<file path="config.mk">
export PLATFORM = sky130hd
export DESIGN_NAME = dual_issue_pairer
export DESIGN_NICKNAME = d
export VERILOG_FILES = /design/src/rtl/dip_pkg.sv /design/src/rtl/dip_sequencer.sv /design/src/rtl/dip_router.sv /design/src/rtl/dip_lane_reg.sv /design/src/rtl/dual_issue_pairer.sv
export SDC_FILE = /design/constraint.sdc
export NUM_CORES = 1
export LEC_CHECK = 0
export ABC_AREA = 1
export BUFFER_PORTS_ARGS = -buffer_cell sky130_fd_sc_hd__clkbuf_2
export CORE_MARGIN = 8
export CORE_UTILIZATION = 47
export DETAILED_ROUTE_END_ITERATION = 10
export PLACE_DENSITY_LB_ADDON = 0.25
export SETUP_SLACK_MARGIN = 0.05
export SLEW_MARGIN = 20
export SYNTH_ARGS = -nofsm -noshare
export SYNTH_HDL_FRONTEND = slang
export SYNTH_SLANG_ARGS = --single-unit
</file>
<file path="constraint.sdc">
create_clock -name clk -period 2.6 [get_ports clk]
set_clock_uncertainty 0.15 [all_clocks]
set_input_delay 0 -clock clk [delete_from_list [all_inputs] [get_ports clk]]
set_output_delay 0 -clock clk [all_outputs]
set_load 0.01 [all_outputs]
</file>
<file path="src/rtl/dip_pkg.sv">
package dip_pkg;
  localparam int NUM_LANES = 2;
  localparam int LANE_W    = $clog2(NUM_LANES);
  typedef enum logic {CLS_GEN = 1'b0, CLS_FP = 1'b1} iclass_e;
endpackage

</file>
<file path="src/rtl/dip_sequencer.sv">
module dip_sequencer
  import dip_pkg::*;
(
  input  logic clk,
  input  logic rst,
  input  logic flush,
  input  logic pair_valid,
  input  logic odd_entry,
  input  logic cls0,
  input  logic cls1,
  input  logic fp_busy,
  input  logic gen_busy,
  output logic iss0,
  output logic iss1,
  output logic fetch_adv
);
  logic done0;
  logic s0_pend;
  logic busy0, busy1;

  assign s0_pend = pair_valid && !odd_entry && !done0;
  assign busy0   = (cls0 == CLS_FP) ? fp_busy : gen_busy;
  assign busy1   = (cls1 == CLS_FP) ? fp_busy : gen_busy;

  // slot 0 first; slot 1 only once slot 0 is out or going out in another lane
  always_comb begin
    iss0 = !flush && s0_pend && !busy0;
    iss1 = !flush && pair_valid && !busy1 &&
           (!s0_pend || (iss0 && (cls0 != cls1)));
  end

  assign fetch_adv = iss1;

  always_ff @(posedge clk) begin
    if (rst || flush)  done0 <= 1'b0;
    else if (iss1)     done0 <= 1'b0;
    else if (iss0)     done0 <= 1'b1;
  end

  AST_SLIP_HOLDS: assert property (@(posedge clk) disable iff (rst)
    (s0_pend && busy0) |-> (!iss0 && !iss1 && !fetch_adv));
  AST_FLUSH_CLEARS: assert property (@(posedge clk) disable iff (rst)
    flush |=> !done0);
  AST_ADV_ENDS_PAIR: assert property (@(posedge clk) disable iff (rst)
    fetch_adv |=> !done0);
  AST_ODD_SKIPS_S0: assert property (@(posedge clk) disable iff (rst)
    (pair_valid && odd_entry && !done0) |-> !iss0);
endmodule

</file>
<file path="src/rtl/dip_router.sv">
module dip_router
  import dip_pkg::*;
#(
  parameter int INSTR_W = 32
) (
  input  logic               iss0,
  input  logic               iss1,
  input  logic               cls0,
  input  logic               cls1,
  input  logic [INSTR_W-1:0] ins0,
  input  logic [INSTR_W-1:0] ins1,
  output logic [NUM_LANES-1:0]              req,
  output logic [NUM_LANES-1:0]              slot,
  output logic [NUM_LANES-1:0][INSTR_W-1:0] ins
);
  // lane index equals class tag value: 0 general, 1 FP
  for (genvar l = 0; l < NUM_LANES; l++) begin : g_lane
    logic hit0, hit1;
    assign hit0    = iss0 && (cls0 == l[0]);
    assign hit1    = iss1 && (cls1 == l[0]);
    assign req[l]  = hit0 || hit1;
    assign slot[l] = !hit0;
    assign ins[l]  = hit0 ? ins0 : ins1;
  end
endmodule

</file>
<file path="src/rtl/dip_lane_reg.sv">
module dip_lane_reg #(
  parameter int INSTR_W = 32
) (
  input  logic               clk,
  input  logic               rst,
  input  logic               req,
  input  logic               slot_in,
  input  logic [INSTR_W-1:0] ins_in,
  output logic               vld,
  output logic               slot,
  output logic [INSTR_W-1:0] ins
);
  always_ff @(posedge clk) begin
    if (rst) vld <= 1'b0;
    else     vld <= req;
    if (req) begin
      slot <= slot_in;
      ins  <= ins_in;
    end
  end

  AST_RESET_QUIET: assert property (@(posedge clk) rst |=> !vld);
  AST_ONE_CYCLE: assert property (@(posedge clk) disable iff (rst)
    req |=> (vld && ins == $past(ins_in)));
endmodule

</file>
<file path="src/rtl/dual_issue_pairer.sv">
module dual_issue_pairer
  import dip_pkg::*;
#(
  parameter int INSTR_W = 32
) (
  input  logic               clk,
  input  logic               rst,
  input  logic               flush,
  input  logic               pair_valid,
  input  logic               odd_entry,
  input  logic [INSTR_W-1:0] slot0_ins,
  input  logic               slot0_cls,
  input  logic [INSTR_W-1:0] slot1_ins,
  input  logic               slot1_cls,
  input  logic               fp_busy,
  input  logic               gen_busy,
  output logic               fetch_adv,
  output logic               fp_vld,
  output logic               fp_slot,
  output logic [INSTR_W-1:0] fp_ins,
  output logic               gen_vld,
  output logic               gen_slot,
  output logic [INSTR_W-1:0] gen_ins
);
  logic iss0, iss1;
  logic [NUM_LANES-1:0]              l_req, l_slot_in, l_vld, l_slot;
  logic [NUM_LANES-1:0][INSTR_W-1:0] l_ins_in, l_ins;

  dip_sequencer u_seq (
    .clk(clk), .rst(rst), .flush(flush), .pair_valid(pair_valid),
    .odd_entry(odd_entry), .cls0(slot0_cls), .cls1(slot1_cls),
    .fp_busy(fp_busy), .gen_busy(gen_busy),
    .iss0(iss0), .iss1(iss1), .fetch_adv(fetch_adv)
  );

  dip_router #(.INSTR_W(INSTR_W)) u_rt (
    .iss0(iss0), .iss1(iss1), .cls0(slot0_cls), .cls1(slot1_cls),
    .ins0(slot0_ins), .ins1(slot1_ins),
    .req(l_req), .slot(l_slot_in), .ins(l_ins_in)
  );

  for (genvar l = 0; l < NUM_LANES; l++) begin : g_reg
    dip_lane_reg #(.INSTR_W(INSTR_W)) u_lane (
      .clk(clk), .rst(rst), .req(l_req[l]), .slot_in(l_slot_in[l]),
      .ins_in(l_ins_in[l]), .vld(l_vld[l]), .slot(l_slot[l]), .ins(l_ins[l])
    );
  end

  assign gen_vld  = l_vld[0];
  assign gen_slot = l_slot[0];
  assign gen_ins  = l_ins[0];
  assign fp_vld   = l_vld[1];
  assign fp_slot  = l_slot[1];
  assign fp_ins   = l_ins[1];

  AST_LANES_DISTINCT: assert property (@(posedge clk) disable iff (rst)
    (fp_vld && gen_vld) |-> (fp_slot != gen_slot));
  AST_FLUSH_SILENT: assert property (@(posedge clk) disable iff (rst)
    flush |=> (!fp_vld && !gen_vld));
  AST_ODD_NO_EVEN: assert property (@(posedge clk) disable iff (rst)
    (pair_valid && odd_entry && !flush) |=>
      !((fp_vld && !fp_slot) || (gen_vld && !gen_slot)));
  AST_MIXED_TOGETHER: assert property (@(posedge clk) disable iff (rst)
    (pair_valid && !odd_entry && !flush && !fp_busy && !gen_busy &&
     (slot0_cls != slot1_cls)) |-> fetch_adv);
endmodule

</file>
==> summary.md, run 1 <==
| Metric | Value |
|---|---|
| Leading area contributor after synthesis | edfxtp_1 |
| Main synth FF type | edfxtp_1 |
| Count leader, synth | nand2_1 |
| Post-CTS Setup Bufs | 0 |
| Fraction of registers with async set/reset | 0% |
| First error | [ERROR RSZ-0060] Max buffer count reached. |
| Port Buffer Count | 141 |
| Die H | 97.0 um |
| H-Tree Depth | 3 |
| Yosys top cell area share | between 60 and 70% |
| Sequential fraction of the synthesis area | 66.3% |
| Synthesized Nets | 346 |
| Clock sink total | 69 |
| Status | did not finish |
| Post-synth top cells | 73 x nand2_1, 66 x edfxtp_1, 40 x o21ai_0 |
| Final Wtd Congestion | 0.747 |
| Top cells by area, synth | edfxtp_1 64%, nand2_1 8.9%, o21ai_2 6.8% |
| Quantity of gates resized following cts | 0 |
| Core Rows | 29 |
| Post-CTS Hold Fix Bufs | between 100 and 150 |
| Synth warnings | 0 |
| Mapped cell area | about 0.003 sq mm |
| Post-synth cell types | 19 |
| HPWL after DPL | roughly 6 mm |
| Longest Clk Path Bufs | 2 |
| Synth Instances | approximately 270 |
| Failing step | clock tree synthesis (4_1_cts) |
| Die Wd | a little under 100 um |
| Syn Area/Cell | 11.3 sq um |
| Post-synth EDFFs | 66 |
| Yosys reg bits | 69 |
| I/O pins | 142 |
| Starting Density | 48.5% |
| CTS root buf | clkbuf_8 |
| TritonCTS Buffers | 9 |
## cells by family after synthesis
family / count (synthesis) / share of synthesized area (%)
AND/OR/NAND/NOR: 84 / 11.1
AO/OA/AOI/OAI: 69 / 14.5
buffers and inverters: 51 / 8.16
flip-flops: 69 / 66.3
## stage by stage
| stage | instances | utilization, % | instance area [sq um] | hold WS [ns] | worst slack, ns |
|---|---|---|---|---|---|
| floorplan | 273 | - | 3080 | -0.0876 | 0.353 |
| global placement | 484 | 60.5 | 3840 | 0.0726 | 0.922 |
| detailed placement | 484 | 60.5 | 3840 | 0.0716 | 0.874 |
==> run 2: changes to the inputs <==
- CORE_UTILIZATION: 47 -> 35
- PLACE_DENSITY_LB_ADDON: 0.25 -> 0.15
- SETUP_SLACK_MARGIN: 0.05 -> not set
==> run 2 against run 1 <==
Net effect:
- the run now ends clean
- synthesized cell count unchanged
- area after synthesis unchanged
==> summary.md, run 2 <==
| Metric | Value |
|---|---|
| Status | finished, final reports clean |
| Post-synth EDFFs | 66 |
| Slew Limit Fails | 0 |
| Commonest non-fill, non-tap cells in the layout | 141 x clkbuf_2, 101 x dlygate4sd3_1, 71 x nand2_1 |
| Count leader, synth | nand2_1 |
| Fraction of registers with async set/reset | 0% |
| Final Wtd Congestion | 0.765 |
| Synth warnings | 0 |
| CP max-delay cell | dlygate4sd3_1 |
| Max_slew headroom | approximately two thirds |
| FF/Latch Area | 0.00204 sq mm |
| Starting Density | 35.7% |
| FF-to-FF path depth | 7 |
| Clock sink total | 69 |
| Yosys reg bits | 69 |
| Layout area overhead | 64.4% |
| Post-synth top cells | 73 x nand2_1, 66 x edfxtp_1, 40 x o21ai_0 |
| CP cell instances | nand3b_1 > nor2_4 > nand2_2 > buf_4 > nand2_1 > o21ai_0 > dlygate4sd3_1 |
| Hold crit path type | in -> reg |
| R2R Setup Slk | 0.40 ns |
| Final period util | roughly 85% |
| Vias in the first global route | 2982 |
| Max Cap Viol | 0 |
| Synthesized Nets | between 300 and 400 |
| Mapped cell area | 0.00308 sq mm |
| Detail-routed via count per cell | between 4 and 5 |
| Yosys top cell area share | between 60% and 70% |
| WL final | approximately 9.0 mm |
| Grt met3 use | 6.04% |
| Core Rows | 34 |
| Syn Area/Cell | 11.3 sq um |
| CTS root buf | clkbuf_8 |
| Mean routed wirelength per cell | approximately 14 um |
| Biggest regs | g.u_lane.ins x64, g.u_lane.slot x2, g.u_lane.vld x2 |
| Max Clock Freq | about 450 MHz |
| Post-CTS Hold Fix Bufs | approximately 100 |
| Longest Clk Path Bufs | 2 |
| Drt initial violations | around 150 |
| Commonest non-fill, non-tap cell in the layout | clkbuf_2 |
| RR Endpoint | g_reg[0].u_lane.ins[3] |
| GR Overflow Total | 0 |
| Pwr Density | 494 mW/mm^2 |
| Sequential fraction of the synthesis area | 66.3% |
| Routed Antenna Nets | 0 |
| Port Buffer Count | 141 |
| Setup TNS | 0 ns |
| Worst r2r src | u_seq.done0 |
| Largest register FFs | 64 |
| Die Footprint | ~0.012 sq mm |
| Nets | 591 |
| TritonCTS Buffers | 9 |
| Synth Instances | ~270 |
| Worst-margin pin slew | 0.491 ns |
| Placed Cells | 514 |
| Arr. time, crit path | between 2 and 2.5 ns |
| Quantity of gates resized following cts | 0 |
| Worst path required time | 2.52 ns |
| Clk_lat worst skew | roughly 0.33 ns |
| Gr busiest metal | met2 |
| VDD IR-drop max | 0.000247 V |
| Layout cell share with drive strength beyond 1 | roughly 36% |
| Die Wd | 110 um |
| Final Hold Viols | 0 |
| Post-CTS Setup Bufs | 0 |
| P_leak | 2.37 nW |
| First-pass GRT wire length | roughly 14 mm |
| Final setup viols | 0 |
| WS Path Type | reg -> reg |
| DRT Pass-1 Iters | 4 |
| Setup crit end kind | flop |
| CTS tree | done |
| Leading area contributor after synthesis | edfxtp_1 |
| Antenna cells | 0 |
| CP startpoint kind | flop |
| Number of antenna violations at the first check in global routing | 0 |
| I/O pins | 142 |
| GRT Overall Usage | 15.1% |
| GR Util met1 | approximately 16% |
| Die H | ~110 um |
| Fillers | 760 |
| HPWL after DPL | 5.96 mm |
| Core Area | 0.00864 sq mm |
| CTS clk-pin slew, worst paths | 0.07 ns |
| Vias | 2822 |
| Finished Layout Cells | about 630 |
| Largest stage delay, worst path | about 0.59 ns |
| Worst Setup SP | u_seq.done0 |
| Top cells by area, synth | edfxtp_1 64%, nand2_1 8.9%, o21ai_2 6.8% |
| RSZ-0062 raised after global routing | no |
| Main synth FF type | edfxtp_1 |
| H-Tree Depth | 3 |
| DRC | 0 |
| Post-layout min period | roughly 2.2 ns |
| CP endpoint | g_reg[0].u_lane.ins[3] |
| Post-synth cell types | 19 |
| Largest Register | g.u_lane.ins |
| Worst Path Max Fanout | 38 |
| Largest net degree at the start of global routing | 39 |
| Area of the multi-input gates | 793 sq um |
| Met2 Resource Use GR | 27.3% |
-- run 2: cell type report --
type,count,area share (%)
inverters,37,2.74
clock buffers,10,2.52
repair buffers,248,35.3
clock inverters,4,0.815
multi-input cells,153,15.7
flip-flops and latches,69,40.3
well taps,108,2.67
-- run 2: power breakdown --
group / switching [W] / internal, W / total [W]
sequential: 0.0000180 / 0.00129 / 0.00131
clock: 0.000360 / 0.000423 / 0.000783
combinational: 0.000191 / 0.000225 / 0.000416
-- run 2: worst min path at each step --
stage                from                  end  slack, ns  cells after the start
6_report       pair_valid          u_seq.done0       0.01                      5
5_1_grt        pair_valid          u_seq.done0       0.04                      5
4_1_cts        pair_valid          u_seq.done0     0.0002                      5
3_5_place_dp          rst  g_reg[0].u_lane.vld       0.08                      2
3_3_place_gp          rst  g_reg[0].u_lane.vld       0.08                      2
2_1_floorplan         rst  g_reg[0].u_lane.vld      -0.09                      1
-- run 2: stage by stage --
stage | setup WS (ns) | util (%) | area (sq um) | total power, W | hold WS, ns
after CTS | 0.432 | 58.6 | 5060 | 0.00253 | 0.000242
final | 0.398 | 58.6 | 5060 | 0.00250 | 0.0125
after detailed placement | 0.688 | 45.0 | 3880 | 0.00162 | 0.0771
after floorplan | 0.353 | - | 3080 | 0.00147 | -0.0876
after global routing | 0.272 | 58.6 | 5060 | 0.00262 | 0.0418
after global placement | 0.725 | 45.0 | 3880 | 0.00161 | 0.0796
-- run 2: kinds of logic after synthesis --
group / Yosys count / synth area share [%]
and+or+nand+nor: 84 / 11.1
AOI/OAI and AO/OA: 69 / 14.5
buffers and inverters: 51 / 8.16
DFF: 69 / 66.3
-- run 2: critical path, delay by kind of cell (launching register included) --
| family | cells | cell delay [ns] |
|---|---|---|
| simple gates | 4 | 0.54 |
| buf+inv | 2 | 0.84 |
| compound gates | 1 | 0.09 |
| flops | 1 | 0.31 |
-- run 2: routing by layer --
metal / up-vias / wire length (um)
li1: 1404 / -
met1: 1313 / 3490
met2: 96 / 4670
met3: 9 / 811
met4: 0 / 85
met5: - / 0
No activity file was read; power rests on OpenSTA's default activity.
==> run 3: changes to the inputs <==
- ABC_AREA: 1 -> 0
- clock period: 2.6 -> 2.3 ns (I/O delays scaled with it)
==> run 3 against run 2 <==
Net effect:
- utilization rose by 0.59 points
- flip-flop and latch count unchanged
- total power is 21% higher
- area after synthesis down 2.6%
- sequential power up 11%
- via count decreased by 17%
- final cell count shrank 19%
- sequential share of layout area up 1.4 points
==> summary.md, run 3 <==
| Metric | Value |
|---|---|
| First-pass GRT wire length | 13.2 mm |
| Number of antenna violations at the first check in global routing | 0 |
| Xor and xnor area share after synthesis | 0.292% |
| Design Area, Final | 0.00489 sq mm |
| Synthesized Nets | 239 |
| Sequential fraction of the synthesis area | 68.0% |
| Mapped cell area | 0.00300 sq mm |
| Largest net degree at the start of global routing | 34 |
| P_sw | 0.000634 W |
| Post-synth EDFFs | between 60 and 70 |
| Core Area | 0.00826 sq mm |
| Count leader, synth | edfxtp_1 |
| Hold Path Sink | u_seq.done0 |
| FF/Latch Area | 0.00204 sq mm |
| Clock power frac | 38.2% |
| Vias | between 2000 and 2500 |
| Logic pwr share | between 10% and 20% |
| Port Buffer Count | 141 |
| Fraction of registers with async set/reset | 0% |
| Layout cell share with drive strength beyond 1 | 56.5% |
| Drt initial violations | 83 |
| HPWL after DPL | 5.75 mm |
| Vias in the first global route | around 2600 |
| Nets | 470 |
| GRT Overall Usage | 14.8% |
| Hold crit path type | in -> reg |
| Antenna cells | 0 |
| DP Worst Slack | 0.0340 ns |
| Placed Area | 0.00386 sq mm |
| Top cells by area, synth | edfxtp_1 66%, mux2_2 22%, mux2_1 2.2% |
| Sw frac | 21.0% |
| H-Tree Depth | 3 |
| Hold path start | pair_valid |
| Yosys top cell area share | 66.0% |
| Sequential power share | 48.2% |
| Leading area contributor after synthesis | edfxtp_1 |
| Worst Path Max Fanout | 18 |
| Max Cap Viol | 0 |
| Syn Area/Cell | 18.1 sq um |
| Commonest non-fill, non-tap cells in the layout | 141 x clkbuf_2, 78 x dlygate4sd3_1, 66 x edfxtp_1 |
| Die Wd | about 110 um |
| Hold depth | 4 |
| Mean routed wirelength per cell | 17.4 um |
| Post-synth cell types | 23 |
| Area of the multi-input gates | 923 sq um |
| DRC | 0 |
| Worst path buffer plus inverter count | 2 |
| Final Hold Viols | 0 |
| GR Overflow Total | 0 |
| RR Endpoint | g_reg[1].u_lane.ins[25] |
| Detail-routed via count per cell | 4.64 |
| VDD IR-drop max | 0.000290 V |
| Max_slew headroom | roughly 57% |
| Post-layout min period | roughly 2.2 ns |
| Status | finished, final reports clean |
| RSZ-0062 raised after global routing | yes |
| Compound-Gate Fraction of Synth Area | 1.46% |
| CP max-delay cell | dlygate4sd3_1 |
| Synth Instances | 166 |
| Setup crit end kind | flop |
| I/O pins | 142 |
| Die H | ~110 um |
| Adder-cell share of the synthesized area | 0% |
| Starting Density | between 30% and 40% |
| Final setup viols | 0 |
| CP startpoint kind | flop |
| CP cell instances | nor3b_2 > nand4_1 > buf_4 > mux2_2 > dlygate4sd3_1 |
| Largest register FFs | 64 |
| Final WS setup | 0.0916 ns |
| Worst path required time | 2.24 ns |
| DRT Pass-1 Iters | 6 |
| Worst r2r src | u_seq.done0 |
| Worst-margin pin slew | around 0.64 ns |
| Largest family of logic cells by synthesized area | multiplexers |
| Fin Hold WS | 0.0938 ns |
| WS Path Type | reg -> reg |
| CTS clk-pin slew, worst paths | 0.07 ns |
| Post-synthesis mux area share | approximately a quarter |
| Biggest regs | g.u_lane.ins x64, g.u_lane.slot x2, g.u_lane.vld x2 |
| Layout area overhead | 62.9% |
| Simple-gate area share of the yosys netlist | 3.00% |
| Yosys reg bits | 69 |
| CTS tree | done |
| Internal Power | between 0.002 and 0.0025 W |
| Clk_lat worst skew | ~0.34 ns |
| Longest Clk Path Bufs | 2 |
| Final Wtd Congestion | 0.758 |
| Max Clock Freq | 453 MHz |
| Final period util | 96.0% |
| Synth warnings | 0 |
| CP delay by family, top | buffers and inverters |
| Slew Limit Fails | 0 |
| R2R Setup Slk | approximately 0.09 ns |
| Commonest non-fill, non-tap cell in the layout | clkbuf_2 |
| Largest stage delay, worst path | 0.57 ns |
| Die Footprint | 0.0118 sq mm |
| CTS root buf | clkbuf_8 |
| Core Rows | 33 |
| Arr. time, crit path | 2.15 ns |
| FF-to-FF path depth | 5 |
| Post-synth top cells | 66 x edfxtp_1, 58 x mux2_2, 6 x mux2_1 |
| WL final | a little under 9 mm |
| Largest Register | g.u_lane.ins |
| Routed Antenna Nets | 0 |
| Pwr Density | around 620 mW/mm^2 |
| P_leak | 2.03 nW |
| Clock sink total | 69 |
| Fillers | 690 |
| Main synth FF type | edfxtp_1 |
| Post-CTS Setup Bufs | 0 |
| TritonCTS Buffers | 9 |
==> run 3: cell types whose count changed after synthesis, moves of 3 or more <==
| cell | previous run | this run |
|---|---|---|
| nand2_1 | 73 | 0 |
| mux2_2 | 0 | 58 |
| o21ai_0 | 40 | 1 |
| inv_1 | 36 | 2 |
| o21ai_2 | 24 | 0 |
| clkbuf_1 | 6 | 0 |
| mux2_1 | 0 | 6 |
| buf_2 | 0 | 4 |
| buf_6 | 8 | 4 |
| nor3_1 | 0 | 3 |
==> run 3: worst register-to-register path: cells and delay by family (launching register included) <==
kind,cells,cell delay (ns)
AND/OR/NAND/NOR,2,0.36
flip-flops,1,0.33
buffers and inverters,2,0.82
multiplexers,1,0.30
==> run 3: how the worst max path moves through the flow <==
stage / start / slack, ns / cells past startpoint / endpoint
floorplan: u_seq.done0 / 0.15 / 4 / g_reg[1].u_lane.ins[0]
global placement: u_seq.done0 / 0.06 / 3 / g_reg[0].u_lane.ins[5]
detailed placement: u_seq.done0 / 0.03 / 3 / g_reg[0].u_lane.ins[5]
CTS: u_seq.done0 / 0.03 / 3 / g_reg[0].u_lane.ins[19]
global route: u_seq.done0 / -0.007 / 5 / g_reg[1].u_lane.ins[16]
finish: u_seq.done0 / 0.09 / 5 / g_reg[1].u_lane.ins[25]
==> run 3: repair_timing <==
action,in CTS,in global routing
endpoints found under the hold margin,67,0
gates resized for setup,0,3
setup endpoints to repair,0,45
hold buffers,78,0
==> run 3: cells by family (layout without fill, tap and decap cells) <==
kind of cell,Yosys count,count (layout)
AO/OA/AOI/OAI,6,6
XOR/XNOR,1,1
buffers and inverters,10,245
flip-flops,69,69
multiplexers,66,66
AND/OR/NAND/NOR,14,15
==> run 3: final cells by class <==
type	instances	area share (%)
flip-flops and latches	69	41.7
repair buffers	227	31.9
multi-input cells	88	18.9
well taps	105	2.69
clock buffers	10	2.61
clock inverters	6	2.07
inverters	2	0.153
==> run 3: layer usage <==
metal  global-route usage, %  vias to the layer above  share of wire [%]
li1                        -                     1116                  -
met1                    15.2                     1145                 37
met2                    27.5                       86                 54
met3                    4.84                        6                8.1
met4                    5.67                        0                1.1
met5                       0                        -                  0
==> run 3: per-stage QoR <==
step	power, W	util [%]	TNS (ns)	std cells
after floorplan	0.00162	-	0	166
after global placement	0.00178	46.8	0	412
after detailed placement	0.00178	46.8	0	412
after CTS	0.00303	59.0	0	506
after global routing	0.00314	59.2	-0.0215	507
final	0.00302	59.2	0	507
==> run 3: power groups by stage <==
stage	logic, W	registers, W	clock network [W]
after floorplan	0.000116	0.00151	0
after global routing	0.000443	0.00146	0.00123
after CTS	0.000406	0.00146	0.00117
after global placement	0.000295	0.00148	0
final	0.000410	0.00146	0.00115
after detailed placement	0.000298	0.00148	0
==> run 4: changes to the inputs <==
--- a/config.mk
+++ b/config.mk
@@ -16,2 +16,3 @@
 export SYNTH_HDL_FRONTEND = slang
+export SYNTH_HIERARCHICAL = 1
 export SYNTH_SLANG_ARGS = --single-unit
--- a/constraint.sdc
+++ b/constraint.sdc
@@ -4,2 +4,2 @@
 set_output_delay 0 -clock clk [all_outputs]
-set_load 0.01 [all_outputs]
+set_load 0.1 [all_outputs]
==> run 4 against run 3 <==
Net effect:
- die area up 3.4%
- utilization shrank 3.9 points
- non-clock buffer count shrank 13
- via count decreased by 7.6%
- critical path depth rose by 2
- setup slack better by 0.18 ns
- final area fell by 1.7%
- worst hold slack improved by 0.034 ns
- final cell count decreased by 3.2%
- routed wire length down 5.8%
- clock-buffer cell count increased by 1
- combinational power up 100%
==> summary.md, run 4 <==
| Metric | Value |
|---|---|
| Worst path required time | 2.23 ns |
| Synth Instances | 161 |
| Clock sink total | between 60 and 70 |
| Placed Area | about 0.0040 sq mm |
| Largest net degree at the start of global routing | 35 |
| Max_slew headroom | 62.4% |
| Port Buffer Count | 141 |
| Nets | 451 |
| GRT Overall Usage | 13.3% |
| Hold depth | 3 |
| TritonCTS Buffers | 9 |
| CP Depth | 7 |
| Synth warnings | 6 |
| Longest Clk Path Bufs | 2 |
| Final Wtd Congestion | about 0.68 |
| WS Path Type | in -> reg |
| Final Hold Viols | 0 |
| RSZ-0062 raised after global routing | no |
| Die Wd | 110 um |
| FF-to-FF path depth | 4 |
| Starting Density | a little over a third |
| Pwr Density | 672 mW/mm^2 |
| WL final | 8.32 mm |
| Worst path buffer plus inverter count | 3 |
| CTS clk-pin slew, worst paths | 0.08 ns |
| Worst Setup SP | flush |
| DR WL met2 | 4.37 mm |
| Number of antenna violations at the first check in global routing | 0 |
| Final period util | 88.0% |
| First-pass GRT wire length | 12.9 mm |
| Vias | between 2000 and 2500 |
| Design Area, Final | 0.00481 sq mm |
| DRT Pass-1 Iters | 4 |
| Sequential fraction of the synthesis area | 65.4% |
| Commonest non-fill, non-tap cells in the layout | 141 x clkbuf_2, 67 x dlygate4sd3_1, 66 x edfxtp_1 |
| Biggest regs | g.u_lane/ins x64, g.u_lane/slot x2, g.u_lane/vld x2 |
| Post-layout min period | 2.02 ns |
| CP cell instances | dlygate4sd3_1 > clkbuf_2 > nand2b_1 > nor4_4 > nand2b_2 > buf_4 > mux2_4 |
| CP max-delay cell | dlygate4sd3_1 |
| Yosys reg bits | 69 |
| Clk_lat worst skew | around 0.32 ns |
| Core Area | 0.00868 sq mm |
| Post-synth top cells | 66 x edfxtp_1, 36 x mux2_2, 29 x mux2_4 |
| Layout area overhead | 53.9% |
| CTS tree | done |
| Routed Antenna Nets | 0 |
| Largest register FFs | 64 |
| Worst r2r src | u_seq/done0 |
| Largest stage delay, worst path | 0.55 ns |
| Leading area contributor after synthesis | edfxtp_1 |
| Post-CTS Setup Bufs | 0 |
| H-Tree Depth | 3 |
| CP endpoint | g_reg[0].u_lane/ins[5] |
| Count leader, synth | edfxtp_1 |
| Die H | 110 um |
| Hold path start | slot1_cls |
| Antenna cells | 0 |
| I/O pins | about 140 |
| P_leak | about 2.1 nW |
| Synthesized Nets | 234 |
| Fraction of registers with async set/reset | 0% |
| Max Cap Viol | 0 |
| DRC | 0 |
| Main synth FF type | edfxtp_1 |
| Setup crit end kind | flop |
| Largest Register | g.u_lane/ins |
| Drt initial violations | 62 |
| RR Endpoint | g_reg[0].u_lane/ins[5] |
| Post-synth cell types | 22 |
| Commonest non-fill, non-tap cell in the layout | clkbuf_2 |
| Mapped cell area | about 0.0031 sq mm |
| Core Rows | 34 |
| Hold crit path type | in -> reg |
| Setup TNS | 0 ns |
| Top cells by area, synth | edfxtp_1 63%, mux2_4 14%, mux2_2 13% |
| Layout cell share with drive strength beyond 1 | 62.1% |
| Arr. time, crit path | approximately 2.0 ns |
| CP startpoint kind | input pin |
| R2R Setup Slk | 0.47 ns |
| Yosys top cell area share | approximately 63% |
| HPWL after DPL | 5.69 mm |
| Routed wl met3 | 560 um |
| Slew Limit Fails | 0 |
| Mean routed wirelength per cell | 16.9 um |
| CP delay by family, top | buffers and inverters |
| Syn Area/Cell | between 15 and 20 sq um |
| Met1 Wirelength | about 3.3 mm |
| Top routing layer used | met4 |
| Die Footprint | 0.0122 sq mm |
| Area of the multi-input gates | 0.00102 sq mm |
| Vias in the first global route | 2462 |
| CTS root buf | clkbuf_8 |
| VDD IR-drop max | 0.000280 V |
| Detail-routed via count per cell | 4.43 |
| Post-synth EDFFs | 66 |
| FF/Latch Area | 0.00204 sq mm |
| Final setup viols | 0 |
| Fillers | 724 |
| Max Clock Freq | 494 MHz |
| Status | finished, final reports clean |
| Worst-margin pin slew | 0.567 ns |
| Worst Path Max Fanout | 16 |
| GR Overflow Total | 0 |
==> run 4: cell count changes in the layout (fill, tap and decap cells not counted), sizes merged, moves of 2 or more <==
| cell | change |
|---|---|
| buf | -2 |
| bufinv | -2 |
| nand2 | +3 |
| nor3 | -3 |
| nor2 | -3 |
| nand2b | +2 |
| dlygate4sd3 | -11 |
==> run 4: per-layer routing <==
metal	vias up	GRT usage (%)
met5	-	0
met4	0	4.50
met3	10	5.30
met2	74	23.6
met1	1034	13.9
li1	1056	-
==> run 4: kinds of logic after synthesis <==
group / Yosys count / share of synthesized area [%]
xor+xnor: 1 / 0.280
flops: 69 / 65.4
buf+inv: 9 / 3.12
mux: 65 / 26.9
compound gates: 3 / 0.721
simple gates: 14 / 3.57
==> run 4: stage by stage <==
step	util (%)	cells	power [W]	hold WS [ns]	worst slack [ns]
finish	55.4	491	0.00323	0.128	0.276
global route	55.4	491	0.00335	0.126	0.197
CTS	55.4	491	0.00326	0.104	0.300
detailed placement	45.6	408	0.00224	0.0384	0.417
global placement	45.6	408	0.00224	0.0357	0.451
floorplan	-	161	0.00208	-0.0864	-0.205
==> run 4: worst register-to-register path, cell delays in order, from the launching register on <==
cell and delay (ns):
dfxtp_2 0.35, nor4_4 0.35, nand2b_2 0.14, buf_4 0.26, mux2_4 0.33
==> run 4: final cells by class <==
cell class | count | area share (%)
clock buffers | 11 | 2.73
inverters | 1 | 0.0781
repair buffers | 214 | 29.6
flip-flops and latches | 69 | 42.5
well taps | 108 | 2.81
clock inverters | 5 | 1.07
multi-input cells | 83 | 21.2
==> run 4: repair_timing <==
action	CTS	global route
hold endpoints to repair	67	0
hold buffers	67	0
gates resized for setup	0	0
endpoints found under the setup margin	0	0
==> run 4: report_power, final <==
part           switching [W]  internal [W]  leakage, nW  total (W)
Combinational       0.000588      0.000240         1.37   0.000828
Clock               0.000439      0.000495       0.0907   0.000933
Sequential         0.0000180       0.00145        0.631    0.00147
Total                0.00104       0.00219         2.09    0.00323
==> run 4: worst min path at each step <==
| stage | end | slack [ns] |
|---|---|---|
| 2_1_floorplan | u_seq/done0 | -0.09 |
| 3_3_place_gp | u_seq/done0 | 0.04 |
| 3_5_place_dp | u_seq/done0 | 0.04 |
| 4_1_cts | g_reg[0].u_lane/slot | 0.10 |
| 5_1_grt | g_reg[0].u_lane/ins[27] | 0.13 |
| 6_report | g_reg[0].u_lane/ins[25] | 0.13 |
